File: src/rtl/l1c_pkg.sv
package l1c_pkg;

  typedef enum logic [1:0] {
    HINT_NORMAL = 2'b00,
    HINT_NEXT   = 2'b01,
    HINT_STREAM = 2'b10,
    HINT_SYSTEM = 2'b11
  } hint_e;

  typedef enum logic [2:0] {
    S_IDLE,
    S_LOOKUP,
    S_MEMWR,
    S_FILLREQ,
    S_FILLWAIT
  } l1State_e;

  // strobes from control to datapath
  typedef struct packed {
    logic capture;     // latch the incoming request
    logic touch;       // make the hit way most recent
    logic invalidate;  // drop the hit way
    logic writeWord;   // merge store data into the hit way
    logic install;     // place the fill line into the victim way
    logic efVal;       // evict-first value for writeWord / install
    logic useFill;     // read word from the fill line
  } l1Strobe_t;

endpackage

File: src/rtl/l1cDatapath.sv
module l1cDatapath
  import l1c_pkg::*;
#(
  parameter int ADDR_W     = 16,
  parameter int DATA_W     = 32,
  parameter int SETS       = 16,
  parameter int LINE_WORDS = 4
) (
  input  logic                         clk,
  input  logic                         rstN,
  input  l1Strobe_t                    strobe,
  input  logic [ADDR_W-1:0]            reqAddr,
  input  logic [DATA_W-1:0]            reqWdata,
  input  logic                         reqWrite,
  input  logic [1:0]                   reqHint,
  input  logic [DATA_W*LINE_WORDS-1:0] memRspLine,
  output logic                         qWrite,
  output logic [1:0]                   qHint,
  output logic                         hit,
  output logic [DATA_W-1:0]            rdWord,
  output logic [DATA_W-1:0]            qWdata,
  output logic [ADDR_W-1:0]            wrAddr,
  output logic [ADDR_W-1:0]            fillAddr
);

  localparam int WAYS   = 2;
  localparam int OFF_W  = $clog2(LINE_WORDS);
  localparam int IDX_W  = $clog2(SETS);
  localparam int TAG_W  = ADDR_W - IDX_W - OFF_W;
  localparam int LINE_W = DATA_W * LINE_WORDS;

  logic [ADDR_W-1:0] qAddr;
  logic [IDX_W-1:0]  idx;
  logic [OFF_W-1:0]  off;
  logic [TAG_W-1:0]  tagQ;

  logic [TAG_W-1:0]  tagA  [SETS][WAYS];
  logic [LINE_W-1:0] dataA [SETS][WAYS];
  logic [WAYS-1:0]   validA[SETS];
  logic [WAYS-1:0]   efA   [SETS];
  logic [SETS-1:0]   lruA;

  logic [WAYS-1:0]   hitVec;
  logic              hitWay;
  logic              victim;
  logic [LINE_W-1:0] selLine;

  always_ff @(posedge clk) begin
    if (!rstN) begin
      qAddr  <= '0;
      qWdata <= '0;
      qWrite <= 1'b0;
      qHint  <= 2'b00;
    end else if (strobe.capture) begin
      qAddr  <= reqAddr;
      qWdata <= reqWdata;
      qWrite <= reqWrite;
      qHint  <= reqHint;
    end
  end

  assign off  = qAddr[OFF_W-1:0];
  assign idx  = qAddr[OFF_W +: IDX_W];
  assign tagQ = qAddr[ADDR_W-1 -: TAG_W];

  for (genvar w = 0; w < WAYS; w++) begin : g_cmp
    assign hitVec[w] = validA[idx][w] && (tagA[idx][w] == tagQ);
  end

  assign hit    = |hitVec;
  assign hitWay = hitVec[1];

  // invalid first, then evict-first, then LRU
  always_comb begin
    if (!validA[idx][0])      victim = 1'b0;
    else if (!validA[idx][1]) victim = 1'b1;
    else if (efA[idx][0])     victim = 1'b0;
    else if (efA[idx][1])     victim = 1'b1;
    else                      victim = lruA[idx];
  end

  always_ff @(posedge clk) begin
    if (!rstN) begin
      for (int s = 0; s < SETS; s++) begin
        validA[s] <= '0;
        efA[s]    <= '0;
      end
      lruA <= '0;
    end else begin
      if (strobe.invalidate && hit) begin
        validA[idx][hitWay] <= 1'b0;
        efA[idx][hitWay]    <= 1'b0;
      end
      if (strobe.writeWord && hit) efA[idx][hitWay] <= strobe.efVal;
      if (strobe.touch && hit)     lruA[idx] <= ~hitWay;
      if (strobe.install) begin
        validA[idx][victim] <= 1'b1;
        efA[idx][victim]    <= strobe.efVal;
        lruA[idx]           <= ~victim;
      end
    end
  end

  always_ff @(posedge clk) begin
    if (strobe.writeWord && hit)
      dataA[idx][hitWay][int'(off)*DATA_W +: DATA_W] <= qWdata;
    if (strobe.install) begin
      tagA[idx][victim]  <= tagQ;
      dataA[idx][victim] <= memRspLine;
    end
  end

  assign selLine  = strobe.useFill ? memRspLine : dataA[idx][hitWay];
  assign rdWord   = selLine[int'(off)*DATA_W +: DATA_W];
  assign wrAddr   = qAddr;
  assign fillAddr = {qAddr[ADDR_W-1:OFF_W], {OFF_W{1'b0}}};

endmodule

File: src/rtl/l1cControl.sv
module l1cControl
  import l1c_pkg::*;
(
  input  logic      clk,
  input  logic      rstN,
  input  logic      writeCacheMode,
  input  logic      reqValid,
  input  logic      qWrite,
  input  logic [1:0] qHint,
  input  logic      hit,
  input  logic      memReqReady,
  input  logic      memRspValid,
  output logic      reqReady,
  output logic      rspValid,
  output logic      memReqValid,
  output logic      memReqWrite,
  output l1Strobe_t strobe
);

  l1State_e state, nextState;
  logic needAlloc, allocEf;
  logic allocSet, efSet;
  logic isNext, isStream;

  assign isNext   = (qHint == HINT_NEXT);
  assign isStream = (qHint == HINT_STREAM);

  always_comb begin
    nextState   = state;
    strobe      = '0;
    reqReady    = 1'b0;
    rspValid    = 1'b0;
    memReqValid = 1'b0;
    memReqWrite = 1'b0;
    allocSet    = 1'b0;
    efSet       = 1'b0;
    case (state)
      S_IDLE: begin
        reqReady = 1'b1;
        if (reqValid) begin
          strobe.capture = 1'b1;
          nextState      = S_LOOKUP;
        end
      end
      S_LOOKUP: begin
        if (!qWrite) begin
          if (hit) begin
            rspValid     = 1'b1;
            strobe.touch = 1'b1;
            nextState    = S_IDLE;
          end else begin
            nextState = S_FILLREQ;
          end
        end else begin
          nextState = S_MEMWR;
          if (!writeCacheMode || isNext) begin
            strobe.invalidate = 1'b1;
          end else if (hit) begin
            strobe.writeWord = 1'b1;
            strobe.touch     = 1'b1;
            strobe.efVal     = isStream;
          end else begin
            allocSet = 1'b1;
            efSet    = isStream;
          end
        end
      end
      S_MEMWR: begin
        memReqValid = 1'b1;
        memReqWrite = 1'b1;
        if (memReqReady) begin
          if (needAlloc) nextState = S_FILLREQ;
          else begin
            rspValid  = 1'b1;
            nextState = S_IDLE;
          end
        end
      end
      S_FILLREQ: begin
        memReqValid = 1'b1;
        if (memReqReady) nextState = S_FILLWAIT;
      end
      S_FILLWAIT: begin
        if (memRspValid) begin
          strobe.install = 1'b1;
          strobe.useFill = 1'b1;
          strobe.efVal   = allocEf;
          rspValid       = 1'b1;
          nextState      = S_IDLE;
        end
      end
      default: nextState = S_IDLE;
    endcase
  end

  always_ff @(posedge clk) begin
    if (!rstN) begin
      state     <= S_IDLE;
      needAlloc <= 1'b0;
      allocEf   <= 1'b0;
    end else begin
      state <= nextState;
      if (state == S_LOOKUP) begin
        needAlloc <= allocSet;
        allocEf   <= efSet;
      end
    end
  end

endmodule

File: src/rtl/wtL1Cache.sv
module wtL1Cache
  import l1c_pkg::*;
#(
  parameter int ADDR_W     = 16,
  parameter int DATA_W     = 32,
  parameter int SETS       = 16,
  parameter int LINE_WORDS = 4
) (
  input  logic                         clk,
  input  logic                         rstN,
  input  logic                         writeCacheMode,
  input  logic                         reqValid,
  output logic                         reqReady,
  input  logic                         reqWrite,
  input  logic [ADDR_W-1:0]            reqAddr,
  input  logic [DATA_W-1:0]            reqWdata,
  input  logic [1:0]                   reqHint,
  output logic                         rspValid,
  output logic [DATA_W-1:0]            rspData,
  output logic                         memReqValid,
  input  logic                         memReqReady,
  output logic                         memReqWrite,
  output logic [ADDR_W-1:0]            memReqAddr,
  output logic [DATA_W-1:0]            memReqWdata,
  input  logic                         memRspValid,
  input  logic [DATA_W*LINE_WORDS-1:0] memRspLine
);

  l1Strobe_t         strobe;
  logic              qWrite;
  logic [1:0]        qHint;
  logic              hit;
  logic [DATA_W-1:0] rdWord;
  logic [ADDR_W-1:0] wrAddr;
  logic [ADDR_W-1:0] fillAddr;

  l1cControl uCtrl (
    .clk            (clk),
    .rstN           (rstN),
    .writeCacheMode (writeCacheMode),
    .reqValid       (reqValid),
    .qWrite         (qWrite),
    .qHint          (qHint),
    .hit            (hit),
    .memReqReady    (memReqReady),
    .memRspValid    (memRspValid),
    .reqReady       (reqReady),
    .rspValid       (rspValid),
    .memReqValid    (memReqValid),
    .memReqWrite    (memReqWrite),
    .strobe         (strobe)
  );

  l1cDatapath #(
    .ADDR_W     (ADDR_W),
    .DATA_W     (DATA_W),
    .SETS       (SETS),
    .LINE_WORDS (LINE_WORDS)
  ) uPath (
    .clk        (clk),
    .rstN       (rstN),
    .strobe     (strobe),
    .reqAddr    (reqAddr),
    .reqWdata   (reqWdata),
    .reqWrite   (reqWrite),
    .reqHint    (reqHint),
    .memRspLine (memRspLine),
    .qWrite     (qWrite),
    .qHint      (qHint),
    .hit        (hit),
    .rdWord     (rdWord),
    .qWdata     (memReqWdata),
    .wrAddr     (wrAddr),
    .fillAddr   (fillAddr)
  );

  assign memReqAddr = memReqWrite ? wrAddr : fillAddr;
  assign rspData    = qWrite ? '0 : rdWord;

endmodule

File: config.mk
export PLATFORM = sky130hd
export DESIGN_NAME = wtL1Cache
export DESIGN_NICKNAME = d
export VERILOG_FILES = /design/src/rtl/l1c_pkg.sv /design/src/rtl/l1cDatapath.sv /design/src/rtl/l1cControl.sv /design/src/rtl/wtL1Cache.sv
export SDC_FILE = /design/constraint.sdc
export NUM_CORES = 2
export LEC_CHECK = 0
export BUFFER_PORTS_ARGS = -buffer_cell sky130_fd_sc_hd__buf_4
export CAP_MARGIN = 25
export CORE_UTILIZATION = 40
export CTS_BUF_LIST = sky130_fd_sc_hd__clkbuf_8
export DETAILED_ROUTE_END_ITERATION = 8
export GPL_ROUTABILITY_DRIVEN = 0
export GPL_TIMING_DRIVEN = 0
export MAX_ROUTING_LAYER = met4
export REMOVE_ABC_BUFFERS = 1
export SLEW_MARGIN = 20
export SYNTH_ARGS = -nofsm -noshare
export SYNTH_HDL_FRONTEND = slang
export SYNTH_MEMORY_MAX_BITS = 65536
export SYNTH_SLANG_ARGS = --single-unit
File: constraint.sdc
create_clock -name clk -period 5.2 [get_ports clk]
set_input_delay 0.26 -clock clk [delete_from_list [all_inputs] [get_ports clk]]
set_output_delay 0.26 -clock clk [all_outputs]
set_load 0.01 [all_outputs]
==> results <==
- The clock skew is 0.0781 ns.
- The overall die area is 0.452 mm^2.
- The critical path in this run is classified as register to output pin.
- The total wire length is 559000 um.
- The net switching power is 18.5 mW.
- The classification of the worst-slack hold path is input pin to register.
- The share of synthesized area occupied by flip-flops and latches is 0.757.
- In the global route stage, overall resource usage came out at 0.249.
- The standard cell with the maximum stage delay on the critical path is sky130_fd_sc_hd__o211ai_1.
- Data on the critical path is required at its endpoint by 4.94 ns.
- The synthesized netlist cell count is 8388.
- The kind of launch point of the worst setup path is a register.
- Of the available clock period, the critical path in the final layout requires 1.26.
- The count of yosys warnings during synthesis is 0.
- Detailed placement finished with a half-perimeter wire length of 358000 um.
- The violation count after the first detailed-routing iteration is 12900.
- Before antenna repair, the detailed router went through 7 iterations.
- The post-detailed-route via-to-cell ratio is 5.87.
- Measured against its own limit, the worst slew margin works out to 0.173.
- The flow ran to the end, but the final reports show violations.
- The aggregate global routing overflow is 0.
- The leading area contributor after synthesis is sky130_fd_sc_hd__edfxtp_1.
- Input and output buffers added on the ports amount to 268.
- The root buffer cell chosen for the clock tree is sky130_fd_sc_hd__clkbuf_8.
- The slew at the pin closest to its max-slew limit is 1.24 ns.
- The clock tree synthesis step divided the H-tree into 6 levels.
- By area the synthesized netlist is led by sky130_fd_sc_hd__edfxtp_1 75%, sky130_fd_sc_hd__mux4_2 17%, sky130_fd_sc_hd__nand2_1 1.3%.
- The cell area that synthesis handed to floorplanning was 0.180 mm^2.
- Setup repair after global routing could not meet its margin everywhere.
- The most used flip-flop cell after synthesis is sky130_fd_sc_hd__edfxtp_1.
- The share of synthesized registers carrying an async set or reset is 0.
- In the layout the commonest cells are 4480 x sky130_fd_sc_hd__edfxtp_1, 1368 x sky130_fd_sc_hd__mux4_2, 738 x sky130_fd_sc_hd__clkbuf_8.
- The detailed-route DRC error count is 0.
- The share of the synthesized area in the top cell type is 0.749.
- The reported leakage power is 76.9 nW.
- The distinct cell type count after synthesis is 71.
- The worst path buffer plus inverter count is 13.
- Once placement finished, the instance area stood at 0.199 mm^2.
- TritonCTS built the clock tree.
- The portion of total power attributed to sequential cells is 0.538.
- On the worst path, the slowest cell contributes a delay of 0.99 ns.
- The share of total power in the clock network is 0.366.
- The total clock buffers created by CTS is 712.
- The count of nets left with antenna violations after detail routing is 0.
- Across the VDD grid, the largest voltage drop is 0.000286 V.
- The reported max-cap violation count is 0.
- The category of the worst setup path capture point is an output pin.
- The clock insertion delay at the later pin of the skew report is 1.26 ns.
- Of the total power, the share spent switching nets is 0.245.
- The number of endpoints failing setup at the final stage is 33.
- The finished cells cover 0.221 mm^2.
- The clock net sink count is 4556.
- The highest net fanout along the worst path is 7.
- The logic gate share of total power is 0.096.
- Cell internal power was estimated by the tool at 56.8 mW.
- The total power divided by cell area is 341 mW/mm^2.
- The clock tree buffer depth is 4.
- The critical path goes through buf_6, buf_16, buf_16, buf_16, mux4_2, mux4_2, a21bo_4, nor2_4, nand3_4, nor4_4, buf_6, buf_8, buf_6, buf_8, buf_8, buf_6, buf_8, buf_8, mux2i_4, o211ai_1, a22o_1, buf_6.
- The floorplan has 245 rows.
- The clock slew seen by the registers of the worst setup and hold paths is 0.06 ns.
- The overall via count from detail_route is 97500.
- The mean area per synthesized cell is 21.4 um^2.
- The number of global-route vias before repair is 96400.
- The worst slack at placement is -2.15 ns.
- The number of max-slew violations in the final report was 0.
- The die height is 672 um.
- The global-route wire length before repair is 763000 um.
- The smallest clock period supported by the final layout is computed as 6.53 ns.
- The region available for standard cell placement spans 0.446 mm^2.
- The floorplan step set the die width to 672 um.
- In the final layout, the share of cells above drive strength 1 is 0.362.
- Once routing completed, OpenROAD measured the worst setup slack at -1.33 ns.
- 269 I/O pins were placed.
- The per-cell routed wire length is 33.7 um.
- The number of flops mapped to enable cells by yosys is 4480.
- The initial antenna violation count is 86.
- The initial standard-cell utilization of the core is 0.403.
- STA puts the critical path data arrival time at 6.27 ns.
- The maximum operating frequency is 153 MHz.
- The final hold violation count is 0.
- In this run, synthesis produced a sequential element count of 4556.
- The checks that failed: negative setup slack.
- The net total in the final layout is 10200.
- The cell family contributing the most delay on the critical path is buffers and inverters.
- The maximum number of pins on one net before global-route repair is 143.
- The layout overhead on the synthesized area is 22.8%.
- The library cell used most frequently in the layout, excluding fill and tap cells, is sky130_fd_sc_hd__edfxtp_1.
cell type report:
type | count | area [um^2]
clock buffer | 738 | 10200
clock inverter | 530 | 2500
fill | 35200 | 226000
timing repair buffer | 1488 | 20300
antenna | 68 | 170
timing repair inverter | 1 | 8.76
tap | 5928 | 7420
sequential | 4556 | 136000
multi-input combinational | 3265 | 43900
inverter | 22 | 104
cells in the mapped netlist (19+ instances only):
library cell,number
sky130_fd_sc_hd__a31oi_1,41
sky130_fd_sc_hd__clkbuf_1,290
sky130_fd_sc_hd__o22ai_1,20
sky130_fd_sc_hd__buf_4,50
sky130_fd_sc_hd__o21ai_0,334
sky130_fd_sc_hd__a21boi_0,52
sky130_fd_sc_hd__nor2_1,319
sky130_fd_sc_hd__mux4_2,1368
sky130_fd_sc_hd__nand2_1,614
sky130_fd_sc_hd__a21oi_1,91
sky130_fd_sc_hd__inv_1,19
sky130_fd_sc_hd__mux2i_1,166
sky130_fd_sc_hd__edfxtp_1,4480
sky130_fd_sc_hd__dfxtp_1,76
sky130_fd_sc_hd__buf_1,38
sky130_fd_sc_hd__buf_2,154
sky130_fd_sc_hd__nand3_1,22
power groups by stage:
stage          Combinational (mW)  Sequential, mW  Clock, mW
2_1_floorplan                6.10            41.6          0
3_3_place_gp                 8.00            42.0          0
3_5_place_dp                 6.03            41.3          0
4_1_cts                      6.92            40.5       27.9
5_1_grt                      7.37            40.5       29.4
6_report                     7.20            40.5       27.5
logic make-up after synthesis:
group,after synthesis,share of synthesized area
AO/OA/AOI/OAI,671,0.0226
XOR/XNOR,20,0.000975
adder cells (fa/ha/maj),5,0.000348
buffers and inverters,567,0.0147
flip-flops,4556,0.757
multiplexers,1539,0.181
AND/OR/NAND/NOR,1030,0.0229
final timing paths:
path	start	endpoint	slack, ns	depth (start not counted)
max reg2reg	register	uPath.dataA[11][251]$_DFFE_PP_	0.07	20
max	register	rspData[13]	-1.33	22
min reg2reg	uPath.lruA[12]$_SDFF_PN0_	uPath.lruA[12]$_SDFF_PN0_	0.48	2
min	memRspLine[9]	uPath.dataA[15][137]$_DFFE_PP_	0.03	4
state kept, by name, indices dropped and copies added, names as in the netlist, 2 cells and up, named ones only:
register and flops:
uPath.qWdata 32, uPath.validA 32, uPath.lruA 16, uPath.efA 32, uPath.dataA 4096, uCtrl.state 3
uPath.wrAddr 16, uPath.qHint 2, uPath.tagA 320
worst reg2reg max path: cells and delay by family, from the launching register on:
kind,cells,cell delay [ns]
AND/OR/NAND/NOR,4,1.06
flip-flops,1,0.38
multiplexers,3,1.01
AO/OA/AOI/OAI,1,0.28
buffers and inverters,11,1.97
XOR/XNOR,1,0.13
metrics by stage:
stage               setup TNS [ns]  total power, mW  instances  hold WS, ns   util
floorplan                        -             47.7       7843        0.382      -
global placement                 -             50.0      14000        0.460  0.418
detailed placement        -2327.73             47.3      14600        0.457  0.445
CTS                        -140.57             75.3      16300       0.0483  0.488
global route                -36.70             77.2      16600      0.00141  0.494
finish                      -30.41             75.2      16600       0.0316  0.494
repair_timing:
item / in CTS / in global routing
resized for setup: 312 / 76
hold buffers: 309 / 0
hold endpoints to repair: 4252 / 0
gates cloned: 34 / 5
setup buffers: 121 / 162
pin swaps: 83 / 102
setup endpoints to repair: 4910 / 1637
layer usage:
| metal | vias up | wire, um | share of wire | GRT usage |
|---|---|---|---|---|
| met5 | - | 0 | 0 | - |
| met4 | 0 | 39200 | 0.070 | 0.149 |
| met3 | 1397 | 54400 | 0.097 | 0.0508 |
| met2 | 5724 | 267000 | 0.48 | 0.384 |
| met1 | 51800 | 199000 | 0.36 | 0.307 |
| li1 | 38600 | - | - | - |
Note: power is estimated with default switching activity, not from simulation.
